==> src/rtl/gx_pkg.sv <==
package gx_pkg;
  typedef enum logic [1:0] {
    GX_DROP  = 2'b00,
    GX_LDEX  = 2'b01,
    GX_STORE = 2'b10,
    GX_STEX  = 2'b11
  } gx_op_e;

  function automatic logic gx_is_stex(input gx_op_e op);
    return op == GX_STEX;
  endfunction
endpackage

==> src/rtl/gx_arbiter.sv <==
module gx_arbiter #(
  parameter int N_PORTS = 4,
  localparam int PORT_W = (N_PORTS > 1) ? $clog2(N_PORTS) : 1
) (
  input  logic [N_PORTS-1:0] req,
  output logic [N_PORTS-1:0] grant,
  output logic [PORT_W-1:0]  idx,
  output logic               any
);
  logic [N_PORTS-1:0] blocked;

  assign blocked[0] = 1'b0;
  genvar gi;
  generate
    for (gi = 1; gi < N_PORTS; gi++) begin : g_chain
      assign blocked[gi] = blocked[gi-1] | req[gi-1];
    end
  endgenerate

  assign grant = req & ~blocked;
  assign any   = |req;

  always_comb begin
    idx = '0;
    for (int i = 0; i < N_PORTS; i++) begin
      if (grant[i]) idx = PORT_W'(i);
    end
  end
endmodule

==> src/rtl/gx_slot.sv <==
module gx_slot
  import gx_pkg::*;
#(
  parameter int ADDR_W    = 32,
  parameter int GRAN_BITS = 3,
  parameter int FAIL_MAX  = 63,
  localparam int CW = $clog2(FAIL_MAX + 1)
) (
  input  logic              clk,
  input  logic              rst_n,
  input  logic              ev_fire,
  input  gx_op_e            ev_op,
  input  logic [ADDR_W-1:0] ev_addr,
  input  logic              is_self,
  input  logic              peer_pass,
  output logic              excl_o,
  output logic              member_o,
  output logic              match_o,
  output logic              pass_o
);
  logic              excl_q;
  logic              member_q;
  logic [ADDR_W-1:0] tag_q;
  logic [CW-1:0]     cnt_q;

  function automatic logic same_granule(input logic [ADDR_W-1:0] a,
                                        input logic [ADDR_W-1:0] b);
    return (a >> GRAN_BITS) == (b >> GRAN_BITS);
  endfunction

  function automatic logic budget_spent(input logic [CW-1:0] c);
    return c >= CW'(FAIL_MAX);
  endfunction

  logic snoop_hit;
  assign match_o   = excl_q && (tag_q == ev_addr);
  assign pass_o    = match_o && !budget_spent(cnt_q);
  assign snoop_hit = peer_pass && member_q && excl_q && same_granule(tag_q, ev_addr);

  always_ff @(posedge clk) begin
    if (!rst_n) begin
      excl_q   <= 1'b0;
      member_q <= 1'b0;
      tag_q    <= '0;
      cnt_q    <= '0;
    end else if (ev_fire) begin
      unique case (ev_op)
        GX_DROP: begin
          if (is_self) member_q <= 1'b0;
        end
        GX_LDEX: begin
          if (is_self) begin
            excl_q   <= 1'b1;
            tag_q    <= ev_addr;
            member_q <= 1'b1;
          end
        end
        GX_STORE: begin
          if (member_q && excl_q) begin
            excl_q <= 1'b0;
            tag_q  <= '0;
          end
        end
        GX_STEX: begin
          if (is_self) begin
            if (match_o) begin
              excl_q <= 1'b0;
              tag_q  <= '0;
              cnt_q  <= budget_spent(cnt_q) ? '0 : cnt_q + 1'b1;
            end
          end else if (snoop_hit) begin
            excl_q <= 1'b0;
            tag_q  <= '0;
          end
        end
      endcase
    end
  end

  assign excl_o   = excl_q;
  assign member_o = member_q;
endmodule

==> src/rtl/gx_verdict.sv <==
module gx_verdict
  import gx_pkg::*;
#(
  parameter int N_PORTS = 4,
  localparam int PORT_W = (N_PORTS > 1) ? $clog2(N_PORTS) : 1
) (
  input  logic               clk,
  input  logic               rst_n,
  input  logic               ev_fire,
  input  gx_op_e             ev_op,
  input  logic [PORT_W-1:0]  ev_idx,
  input  logic [N_PORTS-1:0] grant,
  input  logic [N_PORTS-1:0] slot_pass,
  output logic               pass_now,
  output logic               rsp_valid,
  output logic [PORT_W-1:0]  rsp_port,
  output logic               rsp_pass
);
  logic stex_fire;
  assign stex_fire = ev_fire && gx_is_stex(ev_op);
  assign pass_now  = stex_fire && |(slot_pass & grant);

  always_ff @(posedge clk) begin
    if (!rst_n) begin
      rsp_valid <= 1'b0;
      rsp_port  <= '0;
      rsp_pass  <= 1'b0;
    end else begin
      rsp_valid <= stex_fire;
      if (stex_fire) begin
        rsp_port <= ev_idx;
        rsp_pass <= pass_now;
      end
    end
  end
endmodule

==> src/rtl/gx_monitor.sv <==
module gx_monitor
  import gx_pkg::*;
#(
  parameter int N_PORTS   = 4,
  parameter int ADDR_W    = 32,
  parameter int GRAN_BITS = 3,
  parameter int FAIL_MAX  = 63,
  localparam int PORT_W = (N_PORTS > 1) ? $clog2(N_PORTS) : 1
) (
  input  logic                       clk,
  input  logic                       rst_n,
  input  logic [N_PORTS-1:0]         req_valid,
  input  logic [2*N_PORTS-1:0]       req_op,
  input  logic [ADDR_W*N_PORTS-1:0]  req_addr,
  output logic [N_PORTS-1:0]         req_ready,
  output logic                       rsp_valid,
  output logic [PORT_W-1:0]          rsp_port,
  output logic                       rsp_pass
);
  logic [N_PORTS-1:0] grant;
  logic [PORT_W-1:0]  ev_idx;
  logic               ev_fire;
  gx_op_e             ev_op;
  logic [ADDR_W-1:0]  ev_addr;
  logic [N_PORTS-1:0] slot_excl;
  logic [N_PORTS-1:0] slot_member;
  logic [N_PORTS-1:0] slot_match;
  logic [N_PORTS-1:0] slot_pass;
  logic               pass_now;
  logic               req_match;

  gx_arbiter #(.N_PORTS(N_PORTS)) u_arb (
    .req   (req_valid),
    .grant (grant),
    .idx   (ev_idx),
    .any   (ev_fire)
  );

  always_comb begin
    ev_op   = GX_DROP;
    ev_addr = '0;
    for (int i = 0; i < N_PORTS; i++) begin
      if (grant[i]) begin
        ev_op   = gx_op_e'(req_op[2*i +: 2]);
        ev_addr = req_addr[ADDR_W*i +: ADDR_W];
      end
    end
  end

  genvar gp;
  generate
    for (gp = 0; gp < N_PORTS; gp++) begin : g_slot
      gx_slot #(
        .ADDR_W(ADDR_W), .GRAN_BITS(GRAN_BITS), .FAIL_MAX(FAIL_MAX)
      ) u_slot (
        .clk      (clk),
        .rst_n    (rst_n),
        .ev_fire  (ev_fire),
        .ev_op    (ev_op),
        .ev_addr  (ev_addr),
        .is_self  (grant[gp]),
        .peer_pass(pass_now),
        .excl_o   (slot_excl[gp]),
        .member_o (slot_member[gp]),
        .match_o  (slot_match[gp]),
        .pass_o   (slot_pass[gp])
      );
    end
  endgenerate

  assign req_match = |(slot_match & grant);

  gx_verdict #(.N_PORTS(N_PORTS)) u_verdict (
    .clk      (clk),
    .rst_n    (rst_n),
    .ev_fire  (ev_fire),
    .ev_op    (ev_op),
    .ev_idx   (ev_idx),
    .grant    (grant),
    .slot_pass(slot_pass),
    .pass_now (pass_now),
    .rsp_valid(rsp_valid),
    .rsp_port (rsp_port),
    .rsp_pass (rsp_pass)
  );

  assign req_ready = grant;
endmodule

==> config.mk <==
export PLATFORM = sky130hd
export DESIGN_NAME = gx_monitor
export DESIGN_NICKNAME = d
export VERILOG_FILES = /design/src/rtl/gx_pkg.sv /design/src/rtl/gx_arbiter.sv /design/src/rtl/gx_slot.sv /design/src/rtl/gx_verdict.sv /design/src/rtl/gx_monitor.sv
export SDC_FILE = /design/constraint.sdc
export NUM_CORES = 1
export LEC_CHECK = 0
export BUFFER_PORTS_ARGS = -buffer_cell sky130_fd_sc_hd__buf_2
export CELL_PAD_IN_SITES_DETAIL_PLACEMENT = 1
export CELL_PAD_IN_SITES_GLOBAL_PLACEMENT = 1
export CORE_MARGIN = 2
export CORE_UTILIZATION = 47
export DETAILED_ROUTE_END_ITERATION = 6
export PLACE_DENSITY_LB_ADDON = 0.1
export SLEW_MARGIN = 10
export SYNTH_ARGS = -nofsm -noshare
export SYNTH_HDL_FRONTEND = slang
export SYNTH_SLANG_ARGS = --single-unit
==> constraint.sdc <==
create_clock -name clk -period 8.39 [get_ports clk]
set_clock_uncertainty 0.15 [all_clocks]
set_input_delay 2.0975 -clock clk [delete_from_list [all_inputs] [get_ports clk]]
set_output_delay 2.0975 -clock clk [all_outputs]
set_load 0.01 [all_outputs]
==> results.cfg, run 1 <==
[floorplanning]
fp.dieW_um = 159
die_h_um = 159
core_mm2 = 0.0235
design.die.area_mm2 = 0.0253
io_pins = 150
fp-row-count = 56
initial_core_util_pct = 47.9

[cts]
tritoncts = yes
htree_levels = 4
clockBufferDepth = 2
cts_hold_buf = 0
insertion_delay_ns = 0.45
cts.clk_slew.worst_paths_ns = 0.06
postCtsSetupBuffers = 0
cts-resized-gates = 0
clock_sinks = 164
cts_made_buffers = 17
cts.root.buffer_cell = clkbuf_16

[drt]
drc = 0
antenna_left = 0
vias = 11700
post_drt_wl_per_cell_um = 24.2
viasPerCell = 6.30
drtPass1Iterations = 5
first_iter_violations = 987
drt-total-wl_mm = 45.0

[finish]
final_area_mm2 = 0.0127
layout_commonest_cell = dfxtp_1
nets = 1674
area_growth_pct = 12.4
layout_common_cells = dfxtp_1 (164), nand2_1 (154), buf_2 (148), xnor2_1 (109), a21oi_1 (101)
drive_gt1_share_pct = 14.4
diodes = 0
layout.cells.non_filler = 1859

[sta]
finalCriticalPeriod_ns = 7.00
slew_headroom_pct = 35.1
fin_tns_setup_ns = 0
setup_viol = 0
holdWs_ns = 0.325
worst_pin_slew_ns = 0.971
maxSlewViolCount = 0
period_share_pct = 83.4
clock.fmax_mhz = 143
rsz0062_at_grt = false
hold_viol = 0

[run_status]
status = finished, final reports clean

[placed_design]
placed_area_mm2 = 0.0121
port-buffer-count = 149
dp_cells = 1828
finalWeightedCongestion = 0.934
hpwl_mm = 33.4

[logic_synthesis]
synthCells = 1443
synthArstFlopShare_pct = 0
synth_top_area_share_pct = 29.1
synth_top_family_by_area = simple AND/OR/NAND/NOR gates
synth-compound-area-share_pct = 23.8
synthTopCellsByArea = dfxtp_1 (29%), xnor2_1 (8.5%), mux2i_1 (5.4%)
synth_seq_area_share_pct = 29.1
yosysTopAreaCell = dfxtp_1
yosys_warnings = 0
syn_nets = 1589
synth_edf_count = 0
synth.area.mux_share_pct = 5.71
syn_area_mm2 = 0.0113
synth_ff_type = dfxtp_1
yosys.area_share.simple_pct = 24.2
synth_xor_area_share_pct = 11.2
synthAdderAreaFrac_pct = 0.443
synth_seq_cells = 164
syn_avg_cell_area_um2 = 7.82
ys_types = 79

[global_routing]
grt_first_pass_wirelength_mm = 68.6
grt_antenna_before_repair = 0
grt_pass1_vias = 11700
gr-total-overflow = 0
grt_max_degree = 76
grt_usage_pct = 35.0

[power]
p_comb_share_pct = 22.5
power_leakage_nw = 4.73
ir_drop_mv = 0.125
total_power_w = 0.00215
seqPwrFrac_pct = 39.5
p_per_area_mw_per_mm2 = 170
p_int_w = 0.00146
swShare_pct = 32.3
p_clk_share_pct = 37.9
p_sw_w = 0.000695

[setup_path]
crit_family = buffers and inverters
crit_required_ns = 6.14
critical_path_buf_inv_count = 4
path_cells = buf_2 > or4b_4 > inv_2 > buf_4 > buf_2
crit_path_max_incr_delay_ns = 0.86
crit_arrival_ns = 4.75
cp_max_fo = 47
crit_top_cell = buf_2
crit_type = input pin to primary output
endpoint_kind = primary output
start_kind = input pin
worst_path_max_delay_cell = or4b_4

[worst_hold_path]
hold_path.class = flip-flop to flip-flop

[job]
cap_violations = 0
==> cell usage after synthesis (all sizes together), types with 5 or more instances <==
cell type / n
o2111ai: 14
o211ai: 10
nor2: 92
nor3: 16
xor2: 35
o32ai: 8
a31oi: 16
o21ai: 61
nor4: 16
o22ai: 33
o21a: 10
or3: 39
nand4: 21
a21oi: 104
buf: 38
a22oi: 6
nor2b: 19
nand2: 156
o2bb2ai: 29
a21boi: 8
and3b: 9
a21o: 25
and3: 22
a221oi: 7
nand2b: 19
and2: 18
clkbuf: 64
nand3b: 28
a22o: 11
mux2i: 61
nand3: 57
o221ai: 11
or4: 5
dfxtp: 164
inv: 39
o31ai: 5
xnor2: 109
==> kinds of logic after synthesis <==
group / after synthesis
compound gates: 396
xor+xnor: 144
fa+ha+maj: 4
buf+inv: 142
flops: 164
mux: 64
simple gates: 529
==> state kept, by name (all words and copies together), names as in the netlist <==
signal                  flops
g_slot.u_slot.member_o      4
g_slot.u_slot.cnt_q        24
g_slot.u_slot.tag_q       128
u_verdict.rsp_valid         1
u_verdict.rsp_port          2
g_slot.u_slot.excl_o        4
u_verdict.rsp_pass          1
==> worst paths after layout <==
kind	from	endpoint	slack, ns	depth (start not counted)
max reg2reg	g_slot[2].u_slot.tag_q[18]	g_slot[0].u_slot.tag_q[4]	4.04	11
min	g_slot[3].u_slot.tag_q[15]	g_slot[3].u_slot.tag_q[15]	0.33	2
min reg2reg	g_slot[3].u_slot.tag_q[15]	g_slot[3].u_slot.tag_q[15]	0.33	2
max	req_valid[2]	req_ready[3]	1.39	5
==> worst reg2reg max path, stage by stage, from the launching register on <==
cell      delay [ns]
dfxtp_1         0.59
xnor2_1         0.17
nand4_1         0.11
nor3_1          0.61
a311oi_1        0.24
o31ai_1         0.68
nand4_1         0.18
o221ai_1        0.15
nor2_1          0.19
o21ai_4         0.47
buf_4           0.46
mux2i_1         0.27
==> cell type report <==
class                           instances  area [um2]
Clock buffer                           18         429
Clock inverter                         13         159
Fill cell                            2985       10900
Inverter                               40         150
Multi-Input combinational cell       1137        7380
Sequential cell                       164        3280
Tap cell                              319         399
Timing Repair Buffer                  168         891
==> stage by stage <==
| step | util, % | worst slack, ns |
|---|---|---|
| 2_1_floorplan | - | 2.05 |
| 3_3_place_gp | 51.4 | 1.28 |
| 3_5_place_dp | 51.4 | 1.08 |
| 4_1_cts | 53.9 | 1.42 |
| 5_1_grt | 53.9 | 1.18 |
| 6_report | 53.9 | 1.39 |
==> metal layers <==
metal  vias up  wire [um]  global-route usage [%]
li1       5391          -                       -
met1      5729      19200                    45.4
met2       465      20200                    55.7
met3       121       3210                    7.32
met4         0       2310                    16.4
met5         -          0                    1.14
==> power by group through the flow <==
stage               Combinational, W  Sequential (W)  Clock [W]
finish                      0.000485        0.000850   0.000817
detailed placement          0.000470        0.000866          0
global route                0.000515        0.000853   0.000856
CTS                         0.000473        0.000849   0.000819
global placement            0.000460        0.000865          0
floorplan                   0.000309        0.000853          0
(Power assumes the default switching activity.)
==> run 2, diff against run 1 <==
--- a/config.mk
+++ b/config.mk
@@ -9,7 +9,7 @@
 export CELL_PAD_IN_SITES_DETAIL_PLACEMENT = 1
 export CELL_PAD_IN_SITES_GLOBAL_PLACEMENT = 1
 export CORE_MARGIN = 2
-export CORE_UTILIZATION = 47
+export CORE_UTILIZATION = 39
 export DETAILED_ROUTE_END_ITERATION = 6
 export PLACE_DENSITY_LB_ADDON = 0.1
 export SLEW_MARGIN = 10
==> constraint.sdc (replaced) <==
create_clock -name clk -period 6 [get_ports clk]
set_clock_uncertainty 0.15 [all_clocks]
set_input_delay 1.5 -clock clk [delete_from_list [all_inputs] [get_ports clk]]
set_output_delay 1.5 -clock clk [all_outputs]
set_load 0.01 [all_outputs]
==> run 2 against run 1 <==
  * Power is 38% higher
  * Largest cell class unchanged
  * Sequential cell count unchanged
  * Critical path depth rose by 8
==> results.cfg, run 2 (same netlist as run 1, synthesis figures left out) <==
[run_status]
status = finished, final reports clean

[finish]
layout_common_cells = dfxtp_1 (164), nand2_1 (154), buf_2 (148), xnor2_1 (109), a21oi_1 (101)
largest_reg_flops = 128
diodes = 0
layout.cells.non_filler = 1940
nets = 1690
regMostFlops = g_slot.u_slot.tag_q
reg_top3 = g_slot.u_slot.tag_q (128), g_slot.u_slot.cnt_q (24)
area_growth_pct = 14.3
layout_commonest_cell = dfxtp_1
drive_gt1_share_pct = 15.4

[placed_design]
port-buffer-count = 149
finalWeightedCongestion = 0.914
hpwl_mm = 34.9
dp_cells = 1909

[cts]
cts.clk_slew.worst_paths_ns = 0.07
postCtsSetupBuffers = 0
cts_hold_buf = 0
clock_sinks = 164
insertion_delay_ns = 0.44
tritoncts = yes
cts-resized-gates = 0
htree_levels = 4
cts_made_buffers = 17
cts.root.buffer_cell = clkbuf_16
clockBufferDepth = 2

[sta]
clock.fmax_mhz = 183
worst_pin_slew_ns = 1.11
maxSlewViolCount = 0
slew_headroom_pct = 25.8
fin_tns_setup_ns = 0
period_share_pct = 90.9
rsz0062_at_grt = false
setup_viol = 0
finalCriticalPeriod_ns = 5.46
hold_viol = 0
holdWs_ns = 0.325

[setup_path]
worst_path_max_delay_cell = a2bb2oi_1
endpoint_kind = flip-flop
crit_top_cell = buf_4
crit_required_ns = 6.21
crit_family = compound AO/OA/AOI/OAI gates
start_kind = input pin
cp_max_fo = 16
path_cells = buf_2 > inv_1 > a2bb2oi_1 > xor2_1 > a211o_1 > nor4_1 > buf_4 > o211ai_1 > or3_1 > and2_1 > a211oi_4 > buf_4 > mux2i_1
crit_path_max_incr_delay_ns = 0.77
critical_path_buf_inv_count = 4
crit_type = input pin to flip-flop
crit_arrival_ns = 5.67

[global_routing]
grt_usage_pct = 30.7
gr-total-overflow = 0
grt_antenna_before_repair = 1
grt_pass1_vias = 11900
grt_first_pass_wirelength_mm = 71.1
grt_max_degree = 58

[drt]
post_drt_wl_per_cell_um = 24.0
viasPerCell = 5.98
drt-total-wl_mm = 46.6
drc = 0
vias = 11600
first_iter_violations = 799
drtPass1Iterations = 5
antenna_left = 0

[floorplanning]
design.die.area_mm2 = 0.0303
die_h_um = 174
fp.dieW_um = 174
core_mm2 = 0.0286
fp-row-count = 62
io_pins = 150
initial_core_util_pct = 39.4

[job]
cap_violations = 0

[power]
power_leakage_nw = 4.82
total_power_w = 0.00296
p_per_area_mw_per_mm2 = 229
ir_drop_mv = 0.201

[worst_hold_path]
hold_path.class = flip-flop to flip-flop
run 2: cell count changes in the layout (fill, tap and decap cells not counted), sizes merged:
cell	delta
inv	+5
clkbuf	-1
clkinvlp	-1
clkinv	-1
buf	+16
bufinv	-2
run 2: final cells by class:
type / instances / area (um2)
Tap cell: 384 / 480
Clock inverter: 14 / 126
Sequential cell: 164 / 3280
Multi-Input combinational cell: 1137 / 7380
Timing Repair Buffer: 184 / 1060
Inverter: 40 / 150
Clock buffer: 17 / 425
Fill cell: 3557 / 15700
run 2: where the power goes:
group	internal [W]	leakage [nW]	switching (W)	total [W]
clock	0.000575	0.271	0.000505	0.00108
sequential	0.00113	1.33	0.0000552	0.00119
combinational	0.000262	3.22	0.000429	0.000691
total	0.00197	4.82	0.000989	0.00296
run 2: worst paths after layout:
| path | start | endpoint | slack [ns] | depth (start not counted) |
|---|---|---|---|---|
| max | req_valid[0] | g_slot[3].u_slot.tag_q[30] | 0.54 | 13 |
| min | g_slot[3].u_slot.tag_q[2] | g_slot[3].u_slot.tag_q[2] | 0.32 | 2 |
| max reg2reg | g_slot[2].u_slot.tag_q[18] | g_slot[2].u_slot.cnt_q[5] | 1.75 | 10 |
| min reg2reg | g_slot[3].u_slot.tag_q[2] | g_slot[3].u_slot.tag_q[2] | 0.32 | 2 |
run 2: worst reg2reg max path, stage by stage, from the launching register on:
cell and delay [ns]:
dfxtp_1 0.63, xnor2_1 0.18, nand4_1 0.12, nor3_1 0.68, a221oi_1 0.18, o31ai_1 0.76, nand4_1 0.32, nor2_1 0.22
nand2_1 0.24, or4_1 0.54, a21oi_1 0.16
run 2: through the flow:
stage          area, um2  util, %  worst slack (ns)
3_3_place_gp       12400     43.2             0.176
6_report           12900     45.1             0.544
5_1_grt            12900     45.1             0.288
4_1_cts            12900     45.1             0.601
2_1_floorplan      11300        -             0.858
3_5_place_dp       12400     43.2             0.169
run 2: routing by layer:
metal  up-vias  track usage (%)  part of all wire, %
met5         -                0                0.017
met4         2             13.5                  4.1
met3        93             5.56                  5.8
met2       356             49.8                   46
met1      5743             40.1                   45
li1       5416                -                    -
==> run 3, diff against run 2 <==
--- a/config.mk
+++ b/config.mk
@@ -5,12 +5,12 @@
 export SDC_FILE = /design/constraint.sdc
 export NUM_CORES = 1
 export LEC_CHECK = 0
-export BUFFER_PORTS_ARGS = -buffer_cell sky130_fd_sc_hd__buf_2
 export CELL_PAD_IN_SITES_DETAIL_PLACEMENT = 1
 export CELL_PAD_IN_SITES_GLOBAL_PLACEMENT = 1
 export CORE_MARGIN = 2
-export CORE_UTILIZATION = 39
+export CORE_UTILIZATION = 52
 export DETAILED_ROUTE_END_ITERATION = 6
+export DONT_BUFFER_PORTS = 1
 export PLACE_DENSITY_LB_ADDON = 0.1
 export SLEW_MARGIN = 10
 export SYNTH_ARGS = -nofsm -noshare
==> constraint.sdc (replaced) <==
create_clock -name clk -period 6.6 [get_ports clk]
set_clock_uncertainty 0.15 [all_clocks]
set_input_delay 1.65 -clock clk [delete_from_list [all_inputs] [get_ports clk]]
set_output_delay 1.65 -clock clk [all_outputs]
set_load 0.01 [all_outputs]
==> run 3 against run 2 <==
  * Clock power is 6% lower
  * Routed wire length is 4.5% lower
  * Sequential power is 9% lower
  * First-iteration DRC count is 16% higher
==> results.cfg, run 3 (same netlist as run 1, synthesis figures left out) <==
[cts]
htree_levels = 4
cts.root.buffer_cell = clkbuf_16
tritoncts = yes
clockBufferDepth = 2
cts_made_buffers = 17
postCtsSetupBuffers = 0
insertion_delay_ns = 0.44
cts-resized-gates = 0
cts.clk_slew.worst_paths_ns = 0.07
cts_hold_buf = 0
clock_sinks = 164

[sta]
worst_pin_slew_ns = 1.05
period_share_pct = 83.5
fin_ws_ns = 1.09
finalCriticalPeriod_ns = 5.51
rsz0062_at_grt = false
slew_headroom_pct = 29.9
fin_tns_setup_ns = 0
setup_viol = 0
hold_viol = 0
holdWs_ns = 0.325
clock.fmax_mhz = 182
maxSlewViolCount = 0

[global_routing]
grt_first_pass_wirelength_mm = 66.9
grtUsageMet2_pct = 64.1
grt_usage_pct = 38.9
grt_max_degree = 107
grt_antenna_before_repair = 0
grt_pass1_vias = 11500
globalRouteMet3Util_pct = 9.22
grtUsageMet1_pct = 48.7
gr-total-overflow = 0
grt_busiest_layer = met2

[finish]
area_growth_pct = 5.71
fin_util_pct = 56.4
nets = 1530
layout_common_cells = dfxtp_1 (164), nand2_1 (154), xnor2_1 (109), a21oi_1 (101), nor2_1 (92)
drive_gt1_share_pct = 5.65
largest_reg_flops = 128
nFillCells = 2649
layout_commonest_cell = dfxtp_1
multiInputGateArea_mm2 = 0.00738
regMostFlops = g_slot.u_slot.tag_q
seq_area_mm2 = 0.00328
reg_top3 = g_slot.u_slot.tag_q (128), g_slot.u_slot.cnt_q (24)

[drt]
antenna_left = 0
drc = 0
first_iter_violations = 926
viasPerCell = 6.80
vias = 11400
drtPass1Iterations = 7
drt-total-wl_mm = 44.5
post_drt_wl_per_cell_um = 26.6

[worst_hold_path]
whs_endpoint = g_slot[3].u_slot.tag_q[28]
whs_path_depth = 2
hold_path.class = flip-flop to flip-flop
hp-start = g_slot[3].u_slot.tag_q[28]

[run_status]
status = finished, final reports clean

[setup_path]
r2r-start = g_slot[2].u_slot.tag_q[18]
worstSetupStartpoint = req_valid[0]
start_kind = input pin
reg2reg_slack_ns = 2.51
r2r_cells = 11
crit_type = input pin to flip-flop
crit_path_max_incr_delay_ns = 0.55
reg2reg_to = g_slot[0].u_slot.tag_q[24]
endpoint_kind = flip-flop
path_cells = or4b_4 > inv_2 > buf_4 > and2_1 > o21ai_0 > a221o_1 > nor4b_2 > nand2_1 > or3_1 > and2_1 > a211oi_4 > buf_4 > mux2i_1
worst_path_max_delay_cell = or4b_4
crit_required_ns = 6.82
cp_max_fo = 87
crit_arrival_ns = 5.73

[power]
power_leakage_nw = 4.16
total_power_w = 0.00262
ir_drop_mv = 0.147
p_per_area_mw_per_mm2 = 219

[floorplanning]
fp-row-count = 53
fp.dieW_um = 151
die_h_um = 151
design.die.area_mm2 = 0.0229
core_mm2 = 0.0212
initial_core_util_pct = 53.4
io_pins = 150

[placed_design]
hpwl_mm = 32.3
finalWeightedCongestion = 0.948
port-buffer-count = 0
pre_cts_slack_ns = 0.805

[job]
cap_violations = 0
[run 3: cell type report]
cell class,instances,share of cell area [%]
antenna,1,0.0210
clock buffer,20,3.83
sequential,164,27.5
multi-input combinational,1137,61.8
timing repair buffer,24,1.61
tap,275,2.88
clock inverter,12,1.04
inverter,40,1.26
[run 3: layer usage]
layer,wire length [um],share of wire [%],vias to the layer above
met5,0,0,-
met4,1740,3.9,0
met1,18300,41,5655
met2,20700,46,517
met3,3740,8.4,99
li1,-,-,5111
[run 3: power by group]
group	internal, W	total, W	leakage [nW]	switching, W
clock network	0.000547	0.00101	0.271	0.000465
registers	0.00103	0.00108	1.33	0.0000509
logic	0.000204	0.000524	2.56	0.000320
total	0.00178	0.00262	4.16	0.000836
[run 3: through the flow]
step                      instances  cell area (um2)
final                          1673            11900
after global routing           1672            11900
after CTS                      1672            11900
after detailed placement       1640            11300
after global placement         1640            11300
after floorplan                1443            11300
[run 3: worst max-delay path by stage]
stage | slack [ns] | cells past startpoint | to
2_1_floorplan | 1.16 | 10 | req_ready[3]
5_1_grt | 0.82 | 13 | g_slot[3].u_slot.tag_q[13]
3_5_place_dp | 0.81 | 12 | g_slot[3].u_slot.cnt_q[5]
6_report | 1.09 | 13 | g_slot[3].u_slot.tag_q[10]
4_1_cts | 1.16 | 13 | g_slot[3].u_slot.tag_q[10]
3_3_place_gp | 0.92 | 13 | g_slot[3].u_slot.tag_q[22]
[run 3: worst max-delay path: cells and delay by family]
family                 cells  cell delay, ns
buffers and inverters      3            1.11
AOI/OAI and AO/OA          3            0.71
and+or+nand+nor            6            1.97
muxes                      1            0.25
